File: src/rtl/crw_pkg.sv
package crw_pkg;

  localparam logic [2:0] OP_IDENT = 3'b001;
  localparam logic [2:0] OP_CONST = 3'b010;
  localparam logic [2:0] OP_SPRM  = 3'b100;

  localparam logic SIDE_L = 1'b0;
  localparam logic SIDE_R = 1'b1;

  localparam int SPRM_NEW   = 3;
  localparam int SPRM_READS = 4;
  localparam int SPRM_WRITES = 8;

  typedef enum logic [2:0] {
    ST_IDLE, ST_READ, ST_WAIT, ST_WRITE, ST_FIN, ST_FULL
  } crw_state_e;

  function automatic logic [1:0] pops_for(input logic [2:0] code);
    case (code)
      OP_IDENT: pops_for = 2'd1;
      OP_CONST: pops_for = 2'd2;
      OP_SPRM:  pops_for = 2'd3;
      default:  pops_for = 2'd0;
    endcase
  endfunction

  function automatic logic [1:0] last_read(input logic [2:0] code);
    last_read = (code == OP_SPRM) ? 2'(SPRM_READS - 1) : 2'd0;
  endfunction

  function automatic logic room_for(input int ptr, input int need, input int limit);
    room_for = (ptr + need) <= limit;
  endfunction

endpackage

File: src/rtl/crw_alloc.sv
module crw_alloc #(
  parameter int AW          = 8,
  parameter int ALLOC_BASE  = 16,
  parameter int ALLOC_LIMIT = 256
) (
  input  logic          clk,
  input  logic          rst_n,
  input  logic          take,
  output logic [AW-1:0] base_o,
  output logic          room_o
);
  import crw_pkg::*;

  logic [AW:0] hp_q;

  assign base_o = hp_q[AW-1:0];
  assign room_o = room_for(int'(hp_q), SPRM_NEW, ALLOC_LIMIT);

  always_ff @(posedge clk) begin
    if (!rst_n) hp_q <= (AW+1)'(ALLOC_BASE);
    else if (take) hp_q <= hp_q + (AW+1)'(SPRM_NEW);
  end

  assert_take_in_range_R9: assert property (@(posedge clk) disable iff (!rst_n)
    take |-> room_o);

  assert_bump_by_three_R3: assert property (@(posedge clk) disable iff (!rst_n)
    take |=> (hp_q == $past(hp_q) + (AW+1)'(SPRM_NEW)));

endmodule

File: src/rtl/crw_args.sv
module crw_args #(
  parameter int AW = 8,
  parameter int NA = 4
) (
  input  logic                  clk,
  input  logic                  rst_n,
  input  logic                  issue,
  input  logic [1:0]            idx,
  input  logic [AW-1:0]         rdata,
  output logic [NA-1:0][AW-1:0] args
);
  logic       pend_q;
  logic [1:0] pidx_q;

  always_ff @(posedge clk) begin
    if (!rst_n) begin
      pend_q <= 1'b0;
      pidx_q <= '0;
    end else begin
      pend_q <= issue;
      pidx_q <= idx;
    end
  end

  for (genvar g = 0; g < NA; g++) begin : g_slot
    always_ff @(posedge clk) begin
      if (!rst_n) args[g] <= '0;
      else if (pend_q && pidx_q == 2'(g)) args[g] <= rdata;
    end
  end

endmodule

File: src/rtl/crw_seq.sv
module crw_seq #(
  parameter int AW = 8
) (
  input  logic               clk,
  input  logic               rst_n,
  input  logic               go,
  input  logic [2:0]         op,
  output logic               ready,
  output logic [1:0]         spine_sel,
  input  logic [AW-1:0]      spine_node,
  output logic               spine_pop,
  output logic [1:0]         spine_pop_n,
  output logic               heap_re,
  output logic               heap_we,
  output logic [AW-1:0]      heap_node,
  output logic               heap_side,
  output logic [AW-1:0]      heap_wdata,
  input  logic [3:0][AW-1:0] args,
  input  logic [AW-1:0]      alloc_base,
  input  logic               alloc_room,
  output logic               alloc_take,
  output logic [1:0]         rd_idx,
  output logic               out_valid,
  output logic [AW-1:0]      out_ip,
  output logic               out_err,
  output logic               heap_full
);
  import crw_pkg::*;

  crw_state_e    st_q;
  logic [2:0]    op_q;
  logic          err_q;
  logic [1:0]    rd_q;
  logic [2:0]    wr_q;
  logic [AW-1:0] t0_q;
  logic          wrote_q;

  // One S' write step: {use_spine_root, node, side, data}
  function automatic logic [2*AW+1:0] sprm_step(
    input logic [2:0] k, input logic [AW-1:0] t0,
    input logic [3:0][AW-1:0] a);
    logic [AW-1:0] t1, t2;
    t1 = t0 + AW'(1);
    t2 = t0 + AW'(2);
    case (k)
      3'd0:    sprm_step = {1'b0, t0, SIDE_L, a[1]};
      3'd1:    sprm_step = {1'b0, t0, SIDE_R, a[3]};
      3'd2:    sprm_step = {1'b0, t1, SIDE_L, a[0]};
      3'd3:    sprm_step = {1'b0, t1, SIDE_R, t0};
      3'd4:    sprm_step = {1'b0, t2, SIDE_L, a[2]};
      3'd5:    sprm_step = {1'b0, t2, SIDE_R, a[3]};
      3'd6:    sprm_step = {1'b1, {AW{1'b0}}, SIDE_L, t1};
      default: sprm_step = {1'b1, {AW{1'b0}}, SIDE_R, t2};
    endcase
  endfunction

  logic [2*AW+1:0] step;
  logic            step_root;
  logic [AW-1:0]   step_node;
  logic            step_side;
  logic [AW-1:0]   step_data;
  logic            accept;
  logic            op_known;

  assign step = sprm_step(wr_q, t0_q, args);
  assign {step_root, step_node, step_side, step_data} = step;
  assign accept   = go && (st_q == ST_IDLE);
  assign op_known = (pops_for(op) != 2'd0);

  assign alloc_take = accept && (op == OP_SPRM) && alloc_room;
  assign rd_idx     = rd_q;
  assign ready      = (st_q == ST_IDLE);
  assign heap_full  = (st_q == ST_FULL);

  always_comb begin
    heap_re    = 1'b0;
    heap_we    = 1'b0;
    heap_node  = '0;
    heap_side  = SIDE_L;
    heap_wdata = '0;
    spine_sel  = 2'd0;
    case (st_q)
      ST_READ: begin
        spine_sel = rd_q;
        heap_re   = 1'b1;
        heap_node = spine_node;
        heap_side = SIDE_R;
      end
      ST_WRITE: begin
        spine_sel  = 2'd3;
        heap_we    = 1'b1;
        heap_node  = step_root ? spine_node : step_node;
        heap_side  = step_side;
        heap_wdata = step_data;
      end
      default: ;
    endcase
  end

  always_comb begin
    out_valid   = (st_q == ST_FIN);
    out_err     = out_valid && err_q;
    spine_pop   = out_valid && !err_q;
    spine_pop_n = spine_pop ? pops_for(op_q) : 2'd0;
    if (!out_valid || err_q) out_ip = '0;
    else if (op_q == OP_SPRM) out_ip = t0_q + AW'(1);
    else out_ip = args[0];
  end

  always_ff @(posedge clk) begin
    if (!rst_n) begin
      st_q    <= ST_IDLE;
      op_q    <= '0;
      err_q   <= 1'b0;
      rd_q    <= '0;
      wr_q    <= '0;
      t0_q    <= '0;
      wrote_q <= 1'b0;
    end else begin
      case (st_q)
        ST_IDLE: begin
          wrote_q <= 1'b0;
          rd_q    <= '0;
          wr_q    <= '0;
          if (go) begin
            op_q <= op;
            if (!op_known) begin
              err_q <= 1'b1;
              st_q  <= ST_FIN;
            end else if (op == OP_SPRM && !alloc_room) begin
              st_q <= ST_FULL;
            end else begin
              if (op == OP_SPRM) t0_q <= alloc_base;
              st_q <= ST_READ;
            end
          end
        end
        ST_READ: begin
          if (rd_q == last_read(op_q)) st_q <= ST_WAIT;
          else rd_q <= rd_q + 2'd1;
        end
        ST_WAIT: st_q <= (op_q == OP_SPRM) ? ST_WRITE : ST_FIN;
        ST_WRITE: begin
          wrote_q <= 1'b1;
          if (wr_q == 3'(SPRM_WRITES - 1)) st_q <= ST_FIN;
          else wr_q <= wr_q + 3'd1;
        end
        ST_FIN: begin
          err_q <= 1'b0;
          st_q  <= ST_IDLE;
        end
        default: st_q <= ST_FULL;
      endcase
    end
  end

  assert_single_access_R8: assert property (@(posedge clk) disable iff (!rst_n)
    !(heap_re && heap_we));

  assert_reads_first_R8: assert property (@(posedge clk) disable iff (!rst_n)
    heap_re |-> !wrote_q);

  assert_full_sticky_R9: assert property (@(posedge clk) disable iff (!rst_n)
    heap_full |=> (heap_full && !heap_we && !out_valid && !ready));

  assert_err_no_pop_R10: assert property (@(posedge clk) disable iff (!rst_n)
    out_err |-> (!spine_pop && !wrote_q));

  assert_pulse_R11: assert property (@(posedge clk) disable iff (!rst_n)
    out_valid |=> !out_valid);

  assert_busy_R11: assert property (@(posedge clk) disable iff (!rst_n)
    accept |=> !ready);

  assert_proj_nowrite_R1: assert property (@(posedge clk) disable iff (!rst_n)
    (heap_we |-> op_q == OP_SPRM));

endmodule

File: src/rtl/crw_top.sv
module crw_top #(
  parameter int AW          = 8,
  parameter int ALLOC_BASE  = 16,
  parameter int ALLOC_LIMIT = 256
) (
  input  logic          clk,
  input  logic          rst_n,
  input  logic          go,
  input  logic [2:0]    op,
  output logic          ready,
  output logic [1:0]    spine_sel,
  input  logic [AW-1:0] spine_node,
  output logic          spine_pop,
  output logic [1:0]    spine_pop_n,
  output logic          heap_re,
  output logic          heap_we,
  output logic [AW-1:0] heap_node,
  output logic          heap_side,
  output logic [AW-1:0] heap_wdata,
  input  logic [AW-1:0] heap_rdata,
  output logic          out_valid,
  output logic [AW-1:0] out_ip,
  output logic          out_err,
  output logic          heap_full
);
  localparam int NARGS = crw_pkg::SPRM_READS;

  logic [NARGS-1:0][AW-1:0] args;
  logic [AW-1:0]            alloc_base;
  logic                     alloc_room;
  logic                     alloc_take;
  logic [1:0]               rd_idx;

  crw_alloc #(.AW(AW), .ALLOC_BASE(ALLOC_BASE), .ALLOC_LIMIT(ALLOC_LIMIT)) u_alloc (
    .clk(clk), .rst_n(rst_n), .take(alloc_take),
    .base_o(alloc_base), .room_o(alloc_room)
  );

  crw_args #(.AW(AW), .NA(NARGS)) u_args (
    .clk(clk), .rst_n(rst_n), .issue(heap_re), .idx(rd_idx),
    .rdata(heap_rdata), .args(args)
  );

  crw_seq #(.AW(AW)) u_seq (
    .clk(clk), .rst_n(rst_n), .go(go), .op(op), .ready(ready),
    .spine_sel(spine_sel), .spine_node(spine_node),
    .spine_pop(spine_pop), .spine_pop_n(spine_pop_n),
    .heap_re(heap_re), .heap_we(heap_we), .heap_node(heap_node),
    .heap_side(heap_side), .heap_wdata(heap_wdata),
    .args(args), .alloc_base(alloc_base), .alloc_room(alloc_room),
    .alloc_take(alloc_take), .rd_idx(rd_idx),
    .out_valid(out_valid), .out_ip(out_ip), .out_err(out_err),
    .heap_full(heap_full)
  );

endmodule

File: config.mk
export PLATFORM = sky130hd
export DESIGN_NAME = crw_top
export DESIGN_NICKNAME = d
export VERILOG_FILES = /design/src/rtl/crw_pkg.sv /design/src/rtl/crw_alloc.sv /design/src/rtl/crw_args.sv /design/src/rtl/crw_seq.sv /design/src/rtl/crw_top.sv
export SDC_FILE = /design/constraint.sdc
export NUM_CORES = 1
export LEC_CHECK = 0
export BUFFER_PORTS_ARGS = -buffer_cell sky130_fd_sc_hd__buf_2
export CORE_MARGIN = 2
export CORE_UTILIZATION = 47
export CTS_CLUSTER_DIAMETER = 30
export DETAILED_ROUTE_END_ITERATION = 10
export PLACE_DENSITY = 0.71
export SKIP_LAST_GASP = 1
export SLEW_MARGIN = 20
export SYNTH_ARGS = -nofsm -noshare
export SYNTH_HDL_FRONTEND = slang
export SYNTH_HIERARCHICAL = 1
export SYNTH_SLANG_ARGS = --single-unit
export TNS_END_PERCENT = 10
File: constraint.sdc
create_clock -name clk -period 5.1 [get_ports clk]
set_input_delay 0.765 -clock clk [delete_from_list [all_inputs] [get_ports clk]]
set_output_delay 0.765 -clock clk [all_outputs]
set_load 0.005 [all_outputs]
## After elaboration in Yosys (flattened, before gate mapping)

Index checks and enable logic that the tools add are counted.

| storage, ports and cells | value |
|---|---|
| memories | 0 |
| register bits after elaboration | 64 |
| output and inout bits | 36 |
| input bits | 22 |
| memory bits (read-only) | 0 |
| logic and storage cells | 104 |
| memory bits (writable) | 0 |
| bits in latches | 0 |

| cells by class | value |
|---|---|
| div/mod/pow operators | 0 |
| shift-type cells | 0 |
| magnitude comparators | 1 |
| equality and inequality tests | 28 |
| multipliers | 0 |
| multiplexer cells | 28 |
| reduce and logical (&&, ||, !) cells | 27 |
| bitwise operators | 1 |
| add/sub/neg operators | 6 |

Operators with widths:

| kind | count |
|---|---|
| 18-bit case mux with 7 select lines | 1 |
| 32-bit by 10-bit less-or-equal comparator with 1-bit output (second input constant) | 1 |
| 8-bit two-way mux | 4 |
| 3-bit equality test (second input constant) | 8 |
| 3-bit two-way mux | 7 |
| 3-bit by 2-bit equality test with 1-bit output (second input constant) | 6 |
| 8-bit case mux with 2 select lines | 1 |
| 3-bit case mux with 5 select lines | 1 |
| 3-bit by 1-bit equality test with 1-bit output (second input constant) | 4 |
| 2-bit case mux with 3 select lines | 2 |
| 9-bit by 2-bit adder with 10-bit output (second input constant) | 1 |
| 1-bit logical AND | 10 |
| 9-bit by 2-bit adder with 9-bit output (second input constant) | 1 |
| 8-bit by 1-bit adder with 8-bit output (second input constant) | 1 |
| 8-bit by 2-bit adder with 8-bit output (second input constant) | 1 |
| 2-bit inequality test (second input constant) | 4 |
| 2-bit case mux with 2 select lines | 2 |
| 2-bit nonzero test | 4 |
| 3-bit logical NOT | 2 |
| 2-bit two-way mux | 3 |
| 3-bit case mux with 2 select lines | 1 |
| 2-bit AND reduction | 3 |
| 3-bit AND reduction | 2 |
| 5-bit AND reduction | 1 |
| other kinds (12) | 20 |

## Longest topological paths before layout

| depth | value |
|---|---|
| word-level depth | 8 |
| mapped depth | 14 |
| depth with buffers taken out | 13 |

## Modules after synthesis

Netlist, hierarchy kept.

Modules (own cells, without submodules):

| module | cells each | times used | seq. area each (µm²) | area each (µm²) |
|---|---|---|---|---|
| crw_seq | 317 | 1 | 400.4 | 2317.2 |
| crw_args | 122 | 1 | 700.7 | 1262.5 |
| crw_alloc | 71 | 1 | 180.2 | 614.3 |

## Least setup slack after synthesis

OpenSTA, ideal clock, no wires.

| path | value |
|---|---|
| path type | reg2reg |
| start point | register u_alloc.hp_q[0] |
| end point | register u_alloc.hp_q[7] |
| buffers on the path | 1 |
| stages on the path, launching flop included | 15 |
| period minus slack after synthesis | 2.849 ns |
| required time | 5.024 ns |
| library setup time | 0.076 ns |
| arrival | 2.774 ns |
| setup slack | 2.251 ns |
| cells stage by stage | dfxtp_1 > inv_1 > ha_1 > nor2b_1 > o21ai_0 > a221oi_2 > a21oi_1 > nor3_1 > and2_2 > nand2_8 > inv_1 > clkbuf_1 > nand2_1 > or3_1 > a21boi_0 |

| between the ends | value |
|---|---|
| word-level cells in the longest chain between the ends | 3 |
| elaborated cells on any way between the ends | 4 |
| those cells by class | 2 x add/sub; 1 x order compare; 1 x reduce/logical |

RTL lines:

| element | line | RTL |
|---|---|---|
| start, declared | crw_alloc.sv:14 | `logic [AW:0] hp_q;` |
| start signal, assigned | crw_alloc.sv:20 | `if (!rst_n) hp_q <= (AW+1)'(ALLOC_BASE);` |
| start signal, assigned | crw_alloc.sv:21 | `else if (take) hp_q <= hp_q + (AW+1)'(SPRM_NEW);` |
| 9-bit by 2-bit adder with 10-bit output | crw_pkg.sv:32 | `room_for = (ptr + need) <= limit;` |
| 32-bit by 10-bit less-or-equal comparator with 1-bit output | crw_pkg.sv:32 |  |
| net alloc_room | crw_top.sv:30 | `logic alloc_room;` |
| 1-bit logical AND | crw_seq.sv:70 | `assign alloc_take = accept && (op == OP_SPRM) && alloc_room;` |
| net alloc_take | crw_top.sv:31 | `logic alloc_take;` |

The timed path passes the listed nets, and every way through them passes these cells.
A chain may end at the register's enable or synchronous reset.

## Final worst setup path

| path | value |
|---|---|
| start point | register u_seq.wr_q[2] |
| end point | output heap_node[1] |

| between the ends | value |
|---|---|
| word-level cells in the longest chain between the ends | 4 |
| elaborated cells on any way between the ends | 10 |
| those cells by class | 6 x eq/ne; 3 x mux; 1 x reduce/logical |

RTL lines:

| element | line | RTL |
|---|---|---|
| start, declared | crw_seq.sv:34 | `logic [2:0] wr_q;` |
| start signal, assigned | crw_seq.sv:146 | `else wr_q <= wr_q + 3'd1;` |
| 3-bit equality test, or another cell as far along | crw_seq.sv:45 | `case (k)` |
| 18-bit case mux with 7 select lines (*) | crw_seq.sv:45 |  |
| 8-bit two-way mux (*) | crw_seq.sv:92 | `heap_node = step_root ? spine_node : step_node;` |
| 8-bit case mux with 2 select lines (*) | crw_seq.sv:82 | `case (st_q)` |
| end, declared | crw_top.sv:17 | `output logic [AW-1:0] heap_node,` |

Mark *: on every way between the ends. The rest lies on a longest branch, timed or not.

==> flow_summary_export.csv <==
group,metric,value,unit
status,run_status,"completed",
cts,htreeDepth,3,
routing,detail-route-antenna-nets,0,
yosys,synth_top_family_by_area,"simple AND/OR/NAND/NOR gates",
yosys,ys_ff_latch,64,
cts,clk_path_buf_depth,2,
floorplan,core,0.00868,mm²
yosys,yosys.area_share.simple,22.8,%
cells_and_area,layout_common_cells,"nand2_1 (73), dfxtp_1 (64), buf_2 (57)",
cells_and_area,area_growth,8.89,%
routing,met1_length,4890,µm
yosys,synth.top_cell.area_share,30.5,%
cts,clock_latency,0.35,ns
yosys,synthMuxAreaShare,12.6,%
critical_path,cp.required,4.34,ns
grt,grt_first_pass_wirelength,17900,µm
job,drv_cap,0,
grt,grtUsageTotal,22.8,%
cts,cts_tree,"yes",
placement,dp.cells,632,
cells_and_area,fin_util,52.6,%
hold_path,hold_path_class,"flop to flop",
grt,antenna_found_initial,0,
cts,path_clk_slew,0.07,ns
timing,fin_crit,3.86,ns
routing,drt_wl_total,11000,µm
yosys,synthFlopType,"dfxtp_1",
placement,io_buffer_count,57,
cts,cts_hold_buf,0,
critical_path,cp-end-kind,"output pin",
routing,vias_per_cell,6.00,
grt,grt_pass1_vias,3645,
timing,rsz0062_at_grt,"false",
yosys,synth_nets,542,
yosys,synth_xor_area_share,4.80,%
timing,fin_ws,1.24,ns
floorplan,die_area,0.00970,mm²
yosys,synth.avg_cell_area,8.22,µm²
yosys,synth_compound_area_share,18.5,%
cells_and_area,layout_commonest_cell,"nand2_1",
routing,route.vias.total,3890,
yosys,synth_cell_types,73,
floorplan,fp-row-count,34,
routing,wl_met3,791,µm
yosys,synth_edf_count,0,
timing,hold_ws,0.461,ns
timing,finClkSkew,0.00925,ns
yosys,yosysSeqAreaShare,30.5,%
timing,fin_setup_tns,0,ns
cells_and_area,final_net_count,567,
floorplan,die_w,98.5,µm
yosys,yosys-top-cells-area,"dfxtp_1 (31%), mux2i_1 (11%), nand2_1 (6.5%)",
power,ir_drop,0.134,mV
critical_path,crit_fanout,27,
routing,drtIter0Drc,309,
placement,hpwlAfterDp,7800,µm
floorplan,ios,58,
timing,setup_viol,0,
timing,hold_viol,0,
timing,slew_headroom,36.5,%
cells_and_area,drive_gt1_share,19.4,%
cts,cts_resized,0,
yosys,synth_top_cell_by_area,"dfxtp_1",
placement,dp_slack,1.71,ns
yosys,syn_area,0.00419,mm²
cells_and_area,num_antenna_cells,0,
grt,grt_overflow_total,0,
timing,max_freq,259,MHz
power,p_leak,0.00192,µW
critical_path,arrival,3.09,ns
cells_and_area,stdcell_count,648,
routing,drcViolationCount,0,
cts,cts_sinks,64,
yosys,synth_fa_ha_area_share,2.98,%
grt,grt_max_degree,56,
yosys,netlist_instances,510,
timing,tightest_slew,0.952,ns
routing,wire_per_inst,16.9,µm
cts,post_cts_buffers,0,
yosys,yosys_warnings,6,
power,power_density,245,mW/mm²
critical_path,critPathLaunchType,"flop",
yosys,postSynth.asyncResetShare,0,%
floorplan,initial_core_util,48.3,%
routing,firstDrtPassIters,5,
cts,cts_root_buf,"clkbuf_8",
placement,place_congestion,0.970,
timing,slew_viol_final,0,
cts,cts_buffers,9,
routing,dr_wl_met2,5010,µm
floorplan,fp.dieH,98.5,µm
timing,period_share,75.6,%
critical_path,worstSetupPathType,"flop to output pin",
routing,highest_layer,"met4",
[kinds of logic after synthesis]
| group | after synthesis |
|---|---|
| adder cells (fa/ha/maj) | 10 |
| XOR/XNOR | 23 |
| AND/OR/NAND/NOR | 188 |
| multiplexers | 52 |
| buffers and inverters | 61 |
| flip-flops | 64 |
| AO/OA/AOI/OAI | 112 |
[cell type report]
cell class | instances | area [µm²]
clock buffer | 9 | 124
timing repair buffer | 59 | 300
multi-input combinational | 385 | 2590
inverter | 16 | 61.3
clock inverter | 7 | 78.8
sequential | 64 | 1280
tap | 108 | 135
fill | 851 | 4110
[metrics by stage]
step,cell area (µm²),power [µW]
after floorplan,4190,646
after global placement,4360,678
after detailed placement,4360,681
after CTS,4570,1130
after global routing,4570,1170
final,4570,1120
[worst max-delay path: stages, from the launching register on]
cell     delay [ns]
dfxtp_1        0.31
buf_4          0.31
inv_2          0.16
ha_1           0.42
nor4_4         0.55
a21oi_1        0.14
a21oi_1        0.45
nand2_1        0.10
o21ai_0        0.12
buf_2          0.16
[power breakdown]
part / internal, µW / switching (µW) / leakage [µW]
combinational: 57.8 / 83.2 / 0.00131
clock: 230 / 219 / 0.0000925
sequential: 510 / 20.6 / 0.000517
[cell usage after synthesis, types with 3 or more instances]
cell / number
o22ai_1: 4
mux2i_1: 45
xor2_1: 7
mux2_2: 7
a222oi_1: 4
a211oi_1: 6
nand2b_1: 6
nand3_1: 15
buf_4: 12
o21ai_0: 24
o32ai_1: 3
a22oi_1: 4
nor3_1: 8
nand2_1: 73
inv_1: 12
clkbuf_1: 14
buf_6: 3
xnor2_1: 16
and2_1: 10
ha_1: 10
a21oi_1: 26
o21a_1: 6
a221oi_1: 4
buf_2: 13
dfxtp_1: 64
nor2_1: 34
nor2b_1: 5
and3_1: 3
a31oi_1: 7
or3_1: 6
nand4_1: 5
or2_2: 3
[per-layer routing]
| layer | global-route usage, % | vias to the layer above |
|---|---|---|
| met4 | 9.27 | 0 |
| met1 | 30.7 | 1833 |
| met3 | 4.54 | 27 |
| met5 | 0 | - |
| li1 | - | 1858 |
| met2 | 35.9 | 172 |
[state kept, by name, summed over array words and instances, names as in the netlist]
register       flops
u_seq/rd_idx       2
u_seq/op_q         3
u_seq/t0_q         8
u_args/pend_q      1
u_seq/err_q        1
u_seq/wr_q         3
u_alloc/hp_q       9
u_seq/st_q         3
u_args/pidx_q      2
u_args/args       32
[path summary, 6_finish.rpt]
check	start	end	slack [ns]	cells past startpoint
worst min-delay path	u_args/args[14]	u_args/args[14]	0.46	2
worst max-delay path	u_seq/wr_q[2]	heap_node[1]	1.24	9
worst min register to register	u_args/args[14]	u_args/args[14]	0.46	2
worst max register to register	u_alloc/hp_q[0]	u_alloc/hp_q[7]	1.75	13
No activity file was read; power rests on OpenSTA's default activity.
